--- src/rtl/pci_cfg_pkg.sv ---
package pci_cfg_pkg;

  localparam logic [3:0] CMD_CFG_RD = 4'b1010;
  localparam logic [3:0] CMD_CFG_WR = 4'b1011;

  // writable Command bits: io, mem, master, parity resp, serr, int disable
  localparam logic [15:0] CMD_WMASK = 16'h0547;

  localparam logic [3:0] IDX_ID      = 4'd0;
  localparam logic [3:0] IDX_STATCMD = 4'd1;
  localparam logic [3:0] IDX_CLASS   = 4'd2;
  localparam logic [3:0] IDX_MISC    = 4'd3;
  localparam logic [3:0] IDX_BAR0    = 4'd4;
  localparam logic [3:0] IDX_SUBSYS  = 4'd11;
  localparam logic [3:0] IDX_CAPP    = 4'd13;
  localparam logic [3:0] IDX_INTR    = 4'd15;

  localparam int unsigned MAX_BARS = 3;

  function automatic logic [31:0] be_to_mask(input logic [3:0] be);
    return {{8{be[3]}}, {8{be[2]}}, {8{be[1]}}, {8{be[0]}}};
  endfunction

  function automatic logic is_mem_cmd(input logic [3:0] c);
    return (c == 4'b0110) || (c == 4'b0111) || (c == 4'b1100) ||
           (c == 4'b1110) || (c == 4'b1111);
  endfunction

  function automatic logic is_io_cmd(input logic [3:0] c);
    return (c == 4'b0010) || (c == 4'b0011);
  endfunction

endpackage

--- src/rtl/pci_cfg_bar.sv ---
module pci_cfg_bar
  import pci_cfg_pkg::*;
#(
  parameter bit          IS_IO   = 1'b0,
  parameter int unsigned SZ_LOG2 = 12
) (
  input  logic        clk_i,
  input  logic        rst_ni,
  input  logic        wr_en_i,
  input  logic [3:0]  be_i,
  input  logic [31:0] wdata_i,
  input  logic        space_en_i,
  input  logic        txn_valid_i,
  input  logic [3:0]  txn_cmd_i,
  input  logic [31:0] txn_addr_i,
  output logic [31:0] rdata_o,
  output logic        hit_o
);

  localparam logic [31:0] AMASK     = ~((32'd1 << SZ_LOG2) - 32'd1);
  localparam logic [31:0] TYPE_BITS = IS_IO ? 32'h0000_0001 : 32'h0000_0000;

  logic [31:0] base_q;
  logic [31:0] wmask;
  logic        cls_ok;

  assign wmask = be_to_mask(be_i) & AMASK;

  always_ff @(posedge clk_i or negedge rst_ni) begin
    if (!rst_ni) begin
      base_q <= '0;
    end else if (wr_en_i) begin
      base_q <= (base_q & ~wmask) | (wdata_i & wmask);
    end
  end

  generate
    if (IS_IO) begin : g_io
      assign cls_ok = is_io_cmd(txn_cmd_i);
    end else begin : g_mem
      assign cls_ok = is_mem_cmd(txn_cmd_i);
    end
  endgenerate

  assign rdata_o = base_q | TYPE_BITS;
  assign hit_o   = txn_valid_i && space_en_i && cls_ok &&
                   ((txn_addr_i & AMASK) == base_q);

endmodule

--- src/rtl/pci_cfg_ctrl.sv ---
module pci_cfg_ctrl
  import pci_cfg_pkg::*;
#(
  parameter bit LAT_TIMER_EN = 1'b1
) (
  input  logic        clk_i,
  input  logic        rst_ni,
  input  logic        wr_en_i,
  input  logic [3:0]  idx_i,
  input  logic [1:0]  be_i,
  input  logic [15:0] wdata_i,
  output logic [15:0] command_o,
  output logic [7:0]  cls_o,
  output logic [7:0]  lat_o,
  output logic [7:0]  int_line_o
);

  logic [15:0] cmd_q;
  logic [7:0]  cls_q;
  logic [7:0]  int_line_q;
  logic        wr_cmd, wr_misc, wr_intr;

  assign wr_cmd  = wr_en_i && (idx_i == IDX_STATCMD);
  assign wr_misc = wr_en_i && (idx_i == IDX_MISC);
  assign wr_intr = wr_en_i && (idx_i == IDX_INTR);

  always_ff @(posedge clk_i or negedge rst_ni) begin
    if (!rst_ni) begin
      cmd_q      <= '0;
      cls_q      <= '0;
      int_line_q <= '0;
    end else begin
      if (wr_cmd && be_i[0]) cmd_q[7:0]  <= wdata_i[7:0]  & CMD_WMASK[7:0];
      if (wr_cmd && be_i[1]) cmd_q[15:8] <= wdata_i[15:8] & CMD_WMASK[15:8];
      if (wr_misc && be_i[0]) cls_q <= wdata_i[7:0];
      if (wr_intr && be_i[0]) int_line_q <= wdata_i[7:0];
    end
  end

  generate
    if (LAT_TIMER_EN) begin : g_lat
      logic [7:0] lat_q;
      always_ff @(posedge clk_i or negedge rst_ni) begin
        if (!rst_ni)                 lat_q <= '0;
        else if (wr_misc && be_i[1]) lat_q <= wdata_i[15:8];
      end
      assign lat_o = lat_q;
    end else begin : g_no_lat
      assign lat_o = '0;
    end
  endgenerate

  assign command_o  = cmd_q;
  assign cls_o      = cls_q;
  assign int_line_o = int_line_q;

endmodule

--- src/rtl/pci_cfg_rdmux.sv ---
module pci_cfg_rdmux
  import pci_cfg_pkg::*;
#(
  parameter logic [15:0] VENDOR_ID  = 16'hABCD,
  parameter logic [15:0] DEVICE_ID  = 16'h5A17,
  parameter logic [23:0] CLASS_CODE = 24'h118000,
  parameter logic [7:0]  REV_ID     = 8'h03,
  parameter logic [15:0] SUBSYS_VID = 16'hABCD,
  parameter logic [15:0] SUBSYS_ID  = 16'h0042,
  parameter logic [7:0]  CAP_PTR    = 8'h00,
  parameter logic [7:0]  INT_PIN    = 8'h01,
  parameter logic [7:0]  MIN_GNT    = 8'h02,
  parameter logic [7:0]  MAX_LAT    = 8'h08
) (
  input  logic        clk_i,
  input  logic        rst_ni,
  input  logic        rd_en_i,
  input  logic [3:0]  idx_i,
  input  logic [15:0] command_i,
  input  logic [7:0]  cls_i,
  input  logic [7:0]  lat_i,
  input  logic [7:0]  int_line_i,
  input  logic [31:0] bar_rd_i [MAX_BARS],
  output logic [31:0] rdata_o,
  output logic        rvalid_o
);

  logic [31:0] sel_d;
  logic [31:0] rdata_q;
  logic        rvalid_q;

  always_comb begin
    sel_d = '0;
    case (idx_i)
      IDX_ID:      sel_d = {DEVICE_ID, VENDOR_ID};
      IDX_STATCMD: sel_d = {16'h0000, command_i};
      IDX_CLASS:   sel_d = {CLASS_CODE, REV_ID};
      IDX_MISC:    sel_d = {16'h0000, lat_i, cls_i};
      4'd4:        sel_d = bar_rd_i[0];
      4'd5:        sel_d = bar_rd_i[1];
      4'd6:        sel_d = bar_rd_i[2];
      IDX_SUBSYS:  sel_d = {SUBSYS_ID, SUBSYS_VID};
      IDX_CAPP:    sel_d = {24'h0, CAP_PTR};
      IDX_INTR:    sel_d = {MAX_LAT, MIN_GNT, INT_PIN, int_line_i};
      default:     sel_d = '0;
    endcase
  end

  always_ff @(posedge clk_i or negedge rst_ni) begin
    if (!rst_ni) begin
      rdata_q  <= '0;
      rvalid_q <= 1'b0;
    end else begin
      rvalid_q <= rd_en_i;
      if (rd_en_i) rdata_q <= sel_d;
    end
  end

  assign rdata_o  = rdata_q;
  assign rvalid_o = rvalid_q;

endmodule

--- src/rtl/pci_cfg_hdr.sv ---
module pci_cfg_hdr
  import pci_cfg_pkg::*;
#(
  parameter int unsigned NUM_BARS      = 3,
  parameter logic [2:0]  BAR_IO        = 3'b010,
  parameter int unsigned BAR0_SZ_LOG2  = 12,
  parameter int unsigned BAR1_SZ_LOG2  = 4,
  parameter int unsigned BAR2_SZ_LOG2  = 31,
  parameter bit          LAT_TIMER_EN  = 1'b1,
  parameter logic [15:0] VENDOR_ID     = 16'hABCD,
  parameter logic [15:0] DEVICE_ID     = 16'h5A17,
  parameter logic [23:0] CLASS_CODE    = 24'h118000,
  parameter logic [7:0]  REV_ID        = 8'h03,
  parameter logic [15:0] SUBSYS_VID    = 16'hABCD,
  parameter logic [15:0] SUBSYS_ID     = 16'h0042,
  parameter logic [7:0]  CAP_PTR       = 8'h00,
  parameter logic [7:0]  INT_PIN       = 8'h01,
  parameter logic [7:0]  MIN_GNT       = 8'h02,
  parameter logic [7:0]  MAX_LAT       = 8'h08
) (
  input  logic                clk_i,
  input  logic                rst_ni,
  input  logic                cfg_sel_i,
  input  logic [3:0]          cfg_cmd_i,
  input  logic [3:0]          cfg_idx_i,
  input  logic [3:0]          cfg_be_i,
  input  logic [31:0]         cfg_wdata_i,
  output logic [31:0]         cfg_rdata_o,
  output logic                cfg_rvalid_o,
  input  logic                txn_valid_i,
  input  logic [3:0]          txn_cmd_i,
  input  logic [31:0]         txn_addr_i,
  output logic [NUM_BARS-1:0] bar_hit_o,
  output logic [15:0]         command_o,
  output logic [7:0]          latency_timer_o,
  output logic [7:0]          int_line_o
);

  logic        acc_rd, acc_wr;
  logic [15:0] cmd_w;
  logic [7:0]  cls_w, lat_w, int_line_w;
  logic [31:0] bar_rd [MAX_BARS];
  logic [MAX_BARS-1:0] hit_all;

  assign acc_rd = cfg_sel_i && (cfg_cmd_i == CMD_CFG_RD);
  assign acc_wr = cfg_sel_i && (cfg_cmd_i == CMD_CFG_WR);

  pci_cfg_ctrl #(.LAT_TIMER_EN(LAT_TIMER_EN)) u_ctrl (
    .clk_i      (clk_i),
    .rst_ni     (rst_ni),
    .wr_en_i    (acc_wr),
    .idx_i      (cfg_idx_i),
    .be_i       (cfg_be_i[1:0]),
    .wdata_i    (cfg_wdata_i[15:0]),
    .command_o  (cmd_w),
    .cls_o      (cls_w),
    .lat_o      (lat_w),
    .int_line_o (int_line_w)
  );

  for (genvar b = 0; b < MAX_BARS; b++) begin : g_bar
    if (b < NUM_BARS) begin : g_on
      localparam int unsigned SZ = (b == 0) ? BAR0_SZ_LOG2 :
                                   (b == 1) ? BAR1_SZ_LOG2 : BAR2_SZ_LOG2;
      localparam bit IS_IO = BAR_IO[b];
      logic space_en;
      assign space_en = IS_IO ? cmd_w[0] : cmd_w[1];
      pci_cfg_bar #(.IS_IO(IS_IO), .SZ_LOG2(SZ)) u_bar (
        .clk_i       (clk_i),
        .rst_ni      (rst_ni),
        .wr_en_i     (acc_wr && (cfg_idx_i == IDX_BAR0 + 4'(b))),
        .be_i        (cfg_be_i),
        .wdata_i     (cfg_wdata_i),
        .space_en_i  (space_en),
        .txn_valid_i (txn_valid_i),
        .txn_cmd_i   (txn_cmd_i),
        .txn_addr_i  (txn_addr_i),
        .rdata_o     (bar_rd[b]),
        .hit_o       (hit_all[b])
      );
    end else begin : g_off
      assign bar_rd[b]  = '0;
      assign hit_all[b] = 1'b0;
    end
  end

  pci_cfg_rdmux #(
    .VENDOR_ID (VENDOR_ID),  .DEVICE_ID (DEVICE_ID),
    .CLASS_CODE(CLASS_CODE), .REV_ID    (REV_ID),
    .SUBSYS_VID(SUBSYS_VID), .SUBSYS_ID (SUBSYS_ID),
    .CAP_PTR   (CAP_PTR),    .INT_PIN   (INT_PIN),
    .MIN_GNT   (MIN_GNT),    .MAX_LAT   (MAX_LAT)
  ) u_rdmux (
    .clk_i      (clk_i),
    .rst_ni     (rst_ni),
    .rd_en_i    (acc_rd),
    .idx_i      (cfg_idx_i),
    .command_i  (cmd_w),
    .cls_i      (cls_w),
    .lat_i      (lat_w),
    .int_line_i (int_line_w),
    .bar_rd_i   (bar_rd),
    .rdata_o    (cfg_rdata_o),
    .rvalid_o   (cfg_rvalid_o)
  );

  assign bar_hit_o       = hit_all[NUM_BARS-1:0];
  assign command_o       = cmd_w;
  assign latency_timer_o = lat_w;
  assign int_line_o      = int_line_w;

endmodule

--- config.mk ---
export PLATFORM = sky130hd
export DESIGN_NAME = pci_cfg_hdr
export DESIGN_NICKNAME = d
export VERILOG_FILES = /design/src/rtl/pci_cfg_pkg.sv /design/src/rtl/pci_cfg_bar.sv /design/src/rtl/pci_cfg_ctrl.sv /design/src/rtl/pci_cfg_rdmux.sv /design/src/rtl/pci_cfg_hdr.sv
export SDC_FILE = /design/constraint.sdc
export NUM_CORES = 1
export LEC_CHECK = 0
export BUFFER_PORTS_ARGS = -buffer_cell sky130_fd_sc_hd__buf_2
export CAP_MARGIN = 0
export CORE_MARGIN = 10
export CORE_UTILIZATION = 50
export CTS_CLUSTER_SIZE = 25
export DETAILED_ROUTE_END_ITERATION = 8
export GPL_ROUTABILITY_DRIVEN = 0
export PLACE_DENSITY_LB_ADDON = 0.08
export SLEW_MARGIN = 10
export SYNTH_ARGS = -nofsm -noshare
export SYNTH_HDL_FRONTEND = slang
export SYNTH_HIERARCHICAL = 1
export SYNTH_SLANG_ARGS = --single-unit
export TNS_END_PERCENT = 5
--- constraint.sdc ---
create_clock -name clk_i -period 1.44 [get_ports clk_i]
set_input_delay 0.288 -clock clk_i [delete_from_list [all_inputs] [get_ports clk_i]]
set_output_delay 0.288 -clock clk_i [all_outputs]
set_load 0.03 [all_outputs]
==> out/metrics.cfg, run 1 <==
[outcome]
status=finished with violations
failed_checks=negative setup slack

[placed_design]
dp_worst_setup_slack_ns=-0.6746
portBuffers=137
hpwl_mm=17.35

[logic_synthesis]
synthCells=606
ys_types=71
synth_largest_area_cell=dfrtp_1
yosys_most_used_dff=dfrtp_1
yosys_warnings=6
yosysMostFrequentCell=dfrtp_1
async_flop_share_pct=100.0
syn_area_um2=6735
synth_edf_count=0
ys_ff_latch=112
netlist_top_cells_area=dfrtp_1 (42%), mux2_2 (13%), buf_4 (7.1%)
synth_common_cells=dfrtp_1 (112), mux2_2 (79), buf_4 (64)
yosysTopAreaCellShare_pct=41.61
synth_area_per_cell_um2=11.11
ys_seq_area_share_pct=41.61

[die]
die-area_um2=18510
die_x_um=136.1
floorplan.initialDensity_pct=50.86
fp.coreArea_um2=13240
die_h_um=136.1
ios=152
rows=42

[pwr]
fin_total_pwr_w=0.007619
pwr_density_cell_nw_per_um2=846.1
max-vdd-ir-drop_mv=0.5280
p_leak_nw=4.728

[cts]
cts.sinks=112
clk_latency_ns=0.35
clockRootBuffer=clkbuf_16
cts_max_path_buffers=2
post_cts_buffers=0
clkTransAtPathRegs_ns=0.07
cts_tree=yes
cts_max_level=3
cts-buffers-inserted=9

[final_layout]
seq_area_um2=2803
syn2layout_area_growth_pct=33.70
drive_gt1_share_pct=47.84
fin_util_pct=68.00
multi_input_area_um2=3586
nNetsFinal=960
num-fill-cells=1079
antenna_cells=0

[critical_path]
end_kind=output port
timing.rr.start=u_ctrl/command_o[1]$_DFFE_PN0P_
cp.required_ns=1.15
startpoint_type=register
cp_max_fo=2
criticalPathCategory=register to output port
worstPathArrival_ns=2.01

[routing]
post_drt_wl_per_cell_um=20.29
first_pass_iters=5
drc=0
routed_wl_mm=21.42
vias_per_cell=5.396
drtAntennaViolNets=0
dr_total_vias=5698
drt_iter0_markers=349

[global_routing]
grt_remaining_overflow=0
grt_max_degree=46
grt_pass1_vias=6081
track_usage_pct=23.30
grt_pass1_wl_mm=33.31
antenna_found_initial=0

[timing]
hold_viol=0
finalSetupViolCount=4
rsz0062_at_grt=true
setup_ws_ns=-0.8561
finalWorstPathRequiredPeriod_ns=2.296
finalCritPeriodShare_pct=159.4
finalMaxSlewViolations=0
tns_ns=-1.797
skew_ns=0.003699
fmax_ghz=0.4355

[hold_path]
hp-start=cfg_wdata_i[17]
hold_class=input port to register

[run]
cap_violations=0

worst max-delay path, stage by stage (launching register included):
cell and delay [ns]:
dfrtp_1 0.41, xnor2_2 0.17, buf_4 0.14, nand4_1 0.08
or4_4 0.52, nor4_4 0.16, buf_6 0.17
stage by stage:
| stage | instances | hold WS [ns] | cell area (um^2) |
|---|---|---|---|
| 6_report | 1056 | 0.1770 | 9005 |
| 5_1_grt | 1056 | 0.1679 | 9005 |
| 3_3_place_gp | 1040 | 0.1314 | 8573 |
| 4_1_cts | 1056 | 0.1673 | 8969 |
| 3_5_place_dp | 1040 | 0.1287 | 8573 |
| 2_1_floorplan | 658 | -0.007591 | 6967 |
timing repair:
action / CTS / global route
hold buffers: 1 / 0
endpoints found under the hold margin: 5 / 0
cloned: 0 / 0
gates resized for setup: 13 / 7
pin swaps: 9 / 6
setup endpoints to repair: 5 / 28
cell usage in the layout (no fill, tap or decap), drive strengths merged, types with 7 or more instances in the layout:
| cell | netlist | layout |
|---|---|---|
| inv | 7 | 8 |
| nand2b | 7 | 7 |
| a22oi | 10 | 10 |
| nor2 | 10 | 10 |
| clkbuf | 5 | 11 |
| nand4 | 10 | 10 |
| mux2 | 88 | 88 |
| a21oi | 12 | 12 |
| a22o | 13 | 13 |
| dfrtp | 112 | 112 |
| xnor2 | 22 | 22 |
| nand3 | 14 | 14 |
| buf | 81 | 292 |
| o21ai | 10 | 10 |
| nor4 | 10 | 10 |
| xor2 | 27 | 27 |
| conb | 5 | 57 |
| nand2 | 46 | 46 |
| mux2i | 12 | 12 |
| o2bb2ai | 11 | 11 |
where the power goes:
group | internal [W] | switching, W | total, W
clock | 0.00162 | 0.00117 | 0.00278
sequential | 0.00327 | 0.0000947 | 0.00337
combinational | 0.000625 | 0.000840 | 0.00147
logic make-up after synthesis:
kind of cell / count (synthesis) / share of synthesized area [%]
buf+inv: 94 / 9.586
xor+xnor: 49 / 6.372
other cells: 5 / 0.2787
flops: 112 / 41.61
mux: 100 / 16.66
simple gates: 135 / 12.52
compound gates: 111 / 12.97
final cells by class:
cell class,count,area share (%)
clock buffers,11,2.807
multi-input cells,452,39.82
well taps,176,2.445
flip-flops and latches,112,31.12
clock inverters,4,0.8476
inverters,8,0.3335
repair buffers,293,22.62
final timing paths:
path | endpoint | slack (ns) | cells past startpoint
max in group asynchronous | async pin | 0.64 | 3
min reg2reg | u_rdmux/rdata_o[25]$_DFFE_PN0P_ | 0.48 | 2
max | bar_hit_o[0] | -0.86 | 6
max reg2reg | u_rdmux/rdata_o[1]$_DFFE_PN0P_ | -0.02 | 5
min in group asynchronous | u_ctrl/int_line_o[6]$_DFFE_PN0P_ | 0.30 | 2
min | register | 0.18 | 2
per-layer routing:
layer	global-route usage [%]	up-vias	share of wire, %
met4	7.219	0	1.9
met3	4.244	23	6.8
met5	0	-	0
met1	29.25	2800	42
met2	39.77	207	49
li1	-	2668	-
No activity file was read; power rests on OpenSTA's default activity.
==> run 2: changes to the inputs <==
--- a/config.mk
+++ b/config.mk
@@ -8,7 +8,7 @@
 export BUFFER_PORTS_ARGS = -buffer_cell sky130_fd_sc_hd__buf_2
 export CAP_MARGIN = 0
 export CORE_MARGIN = 10
-export CORE_UTILIZATION = 50
+export CORE_UTILIZATION = 48
 export CTS_CLUSTER_SIZE = 25
 export DETAILED_ROUTE_END_ITERATION = 8
 export GPL_ROUTABILITY_DRIVEN = 0
@@ -16,6 +16,5 @@
 export SLEW_MARGIN = 10
 export SYNTH_ARGS = -nofsm -noshare
 export SYNTH_HDL_FRONTEND = slang
-export SYNTH_HIERARCHICAL = 1
 export SYNTH_SLANG_ARGS = --single-unit
 export TNS_END_PERCENT = 5
==> run 2 against run 1 <==
Compared with the run above:
- the flow still finishes with violations (negative setup slack)
- clock-buffer cell count increased by 2
- cell count fell by 18%
- power decreased by 9.1%
- clock skew rose by 0.0045 ns
- register-to-register slack improved by 0.15 ns
- first-iteration DRC count up 1.7%
- non-clock buffer count shrank 35
- area after synthesis decreased by 14%
- global-route usage down 2.5 points
- fmax up 1.9%
- critical path type unchanged
- largest cell class is now sequential cells
==> out/metrics.cfg, run 2 <==
[pwr]
max-vdd-ir-drop_mv=0.6821
p_leak_nw=4.128
pwr_density_cell_nw_per_um2=887.5

[logic_synthesis]
yosysMostFrequentCell=dfrtp_1
async_flop_share_pct=100.0
yosys_warnings=0
yosysTopAreaCellShare_pct=48.59
synth_edf_count=0
ys_seq_area_share_pct=48.59
synthCells=477
syn_area_um2=5768
netlist_top_cells_area=dfrtp_1 (49%), mux2_2 (15%), xor2_1 (5.0%)
synth_common_cells=dfrtp_1 (112), mux2_2 (79), nand2_1 (36)
synth_area_per_cell_um2=12.09
ys_ff_latch=112
yosys_most_used_dff=dfrtp_1
synth_largest_area_cell=dfrtp_1
ys_types=60

[die]
ios=152
die-area_um2=16800
fp.coreArea_um2=11610
floorplan.initialDensity_pct=49.67
die_h_um=129.6
rows=39
die_x_um=129.6

[final_layout]
drive_gt1_share_pct=53.05
syn2layout_area_growth_pct=35.34
nNetsFinal=801
final_area_um2=7806
final_cell_mix=buf_2 (133), buf_4 (115), dfrtp_1 (112)
antenna_cells=0
final_cells=865
fin_util_pct=67.22
num-fill-cells=964
final_common_cell=buf_2

[timing]
finalMaxSlewViolations=0
skew_ns=0.008159
finalSetupViolCount=3
rsz0062_at_grt=true
finalWorstPathRequiredPeriod_ns=2.254
hold_viol=0
finalCritPeriodShare_pct=156.5
tns_ns=-1.621
timing.hold.ws_ns=0.1800
fmax_ghz=0.4437
setup_ws_ns=-0.8138

[critical_path]
endpoint=bar_hit_o[1]
reg2reg_depth=5
cp.required_ns=1.15
startpoint_type=register
rrSetupSlack_ns=0.13
cp_max_fo=2
end_kind=output port
worstReg2RegEnd=u_rdmux.rdata_o[18]$_DFFE_PN0P_
worstPathArrival_ns=1.97
criticalPathCategory=register to output port

[global_routing]
antenna_found_initial=0
grt_pass1_wl_mm=26.96
grt_remaining_overflow=0
grt_pass1_vias=5031
track_usage_pct=20.80
grt_max_degree=60

[cts]
clk_latency_ns=0.36
cts-buffers-inserted=9
clkTransAtPathRegs_ns=0.07
cts_max_path_buffers=2
cts_max_level=3
cts.sinks=112
clockRootBuffer=clkbuf_16
cts_tree=yes

[routing]
vias_per_cell=5.380
wl_met2_mm=8.736
dr_wl_met3_mm=1.130
routed_wl_mm=17.48
drt_iter0_markers=355
drtAntennaViolNets=0
m1WireLength_mm=7.429
dr_total_vias=4654
drc=0
routed.top_layer=met4
first_pass_iters=4
post_drt_wl_per_cell_um=20.20

[hold_path]
hold_class=input port to register
min_path_cells=2

[placed_design]
placed_area_um2=7412
post-place-cells=847
portBuffers=137
hpwl_mm=13.90

[outcome]
failed_checks=negative setup slack
status=finished with violations

[run]
cap_violations=0

## run 2: area by class of cell
class                   instances  area (um^2)  area share (%)
clock buffers                  13        260.3           3.334
well taps                     143        178.9           2.292
repair buffers                258         1710           21.91
multi-input cells             327         2780           35.61
inverters                       9        33.78          0.4328
flip-flops and latches        112         2803           35.90
clock inverters                 3        40.04          0.5129
## run 2: what timing repair did
item	in CTS	in global routing
gates cloned	0	0
endpoints found under the hold margin	7	0
hold buffers	1	0
buffers inserted	1	0
resized for setup	10	8
pin swaps	2	1
endpoints found under the setup margin	5	8
## run 2: power breakdown
part / internal, W / switching [W] / total, W
Combinational: 0.000446 / 0.000608 / 0.00105
Clock: 0.00144 / 0.00111 / 0.00256
Sequential: 0.00325 / 0.0000711 / 0.00332
Total: 0.00514 / 0.00179 / 0.00693
## run 2: worst min-delay path by stage
stage               slack [ns]                               to             from
floorplan               -0.008                        async pin           rst_ni
global placement          0.12  u_rdmux.rdata_o[14]$_DFFE_PN0P_           rst_ni
detailed placement        0.12  u_rdmux.rdata_o[14]$_DFFE_PN0P_           rst_ni
CTS                       0.17                         register  cfg_wdata_i[13]
global route              0.18                         register  cfg_wdata_i[25]
finish                    0.18                         register  cfg_wdata_i[22]
## run 2: kinds of logic (layout without fill, tap and decap cells)
family | count (synthesis) | after routing | share of synthesized area [%]
other | 1 | 10 | 0.06501
DFF | 112 | 112 | 48.59
muxes | 84 | 84 | 16.33
AOI/OAI and AO/OA | 91 | 91 | 11.50
xor gates and xnor gates | 45 | 45 | 6.833
and+or+nand+nor | 97 | 97 | 11.50
buffers and inverters | 47 | 283 | 5.184
## run 2: per-layer routing
metal	up-vias	GRT usage [%]
met2	129	35.99
li1	2199	-
met4	0	4.233
met3	16	6.403
met1	2310	25.08
met5	-	0
## run 2: per-stage QoR
step	worst slack, ns	total power (W)
after floorplan	-0.2124	0.003868
after global placement	-0.5540	0.004401
after detailed placement	-0.5484	0.004423
after CTS	-0.8180	0.006988
after global routing	-0.9092	0.007181
final	-0.8138	0.006928
## run 2: worst max-delay path: stages, from the launching register on
cell     delay [ns]
dfrtp_1        0.40
xnor2_1        0.15
nand2_1        0.07
or4_4          0.51
nor4_4         0.21
buf_4          0.14
buf_6          0.12
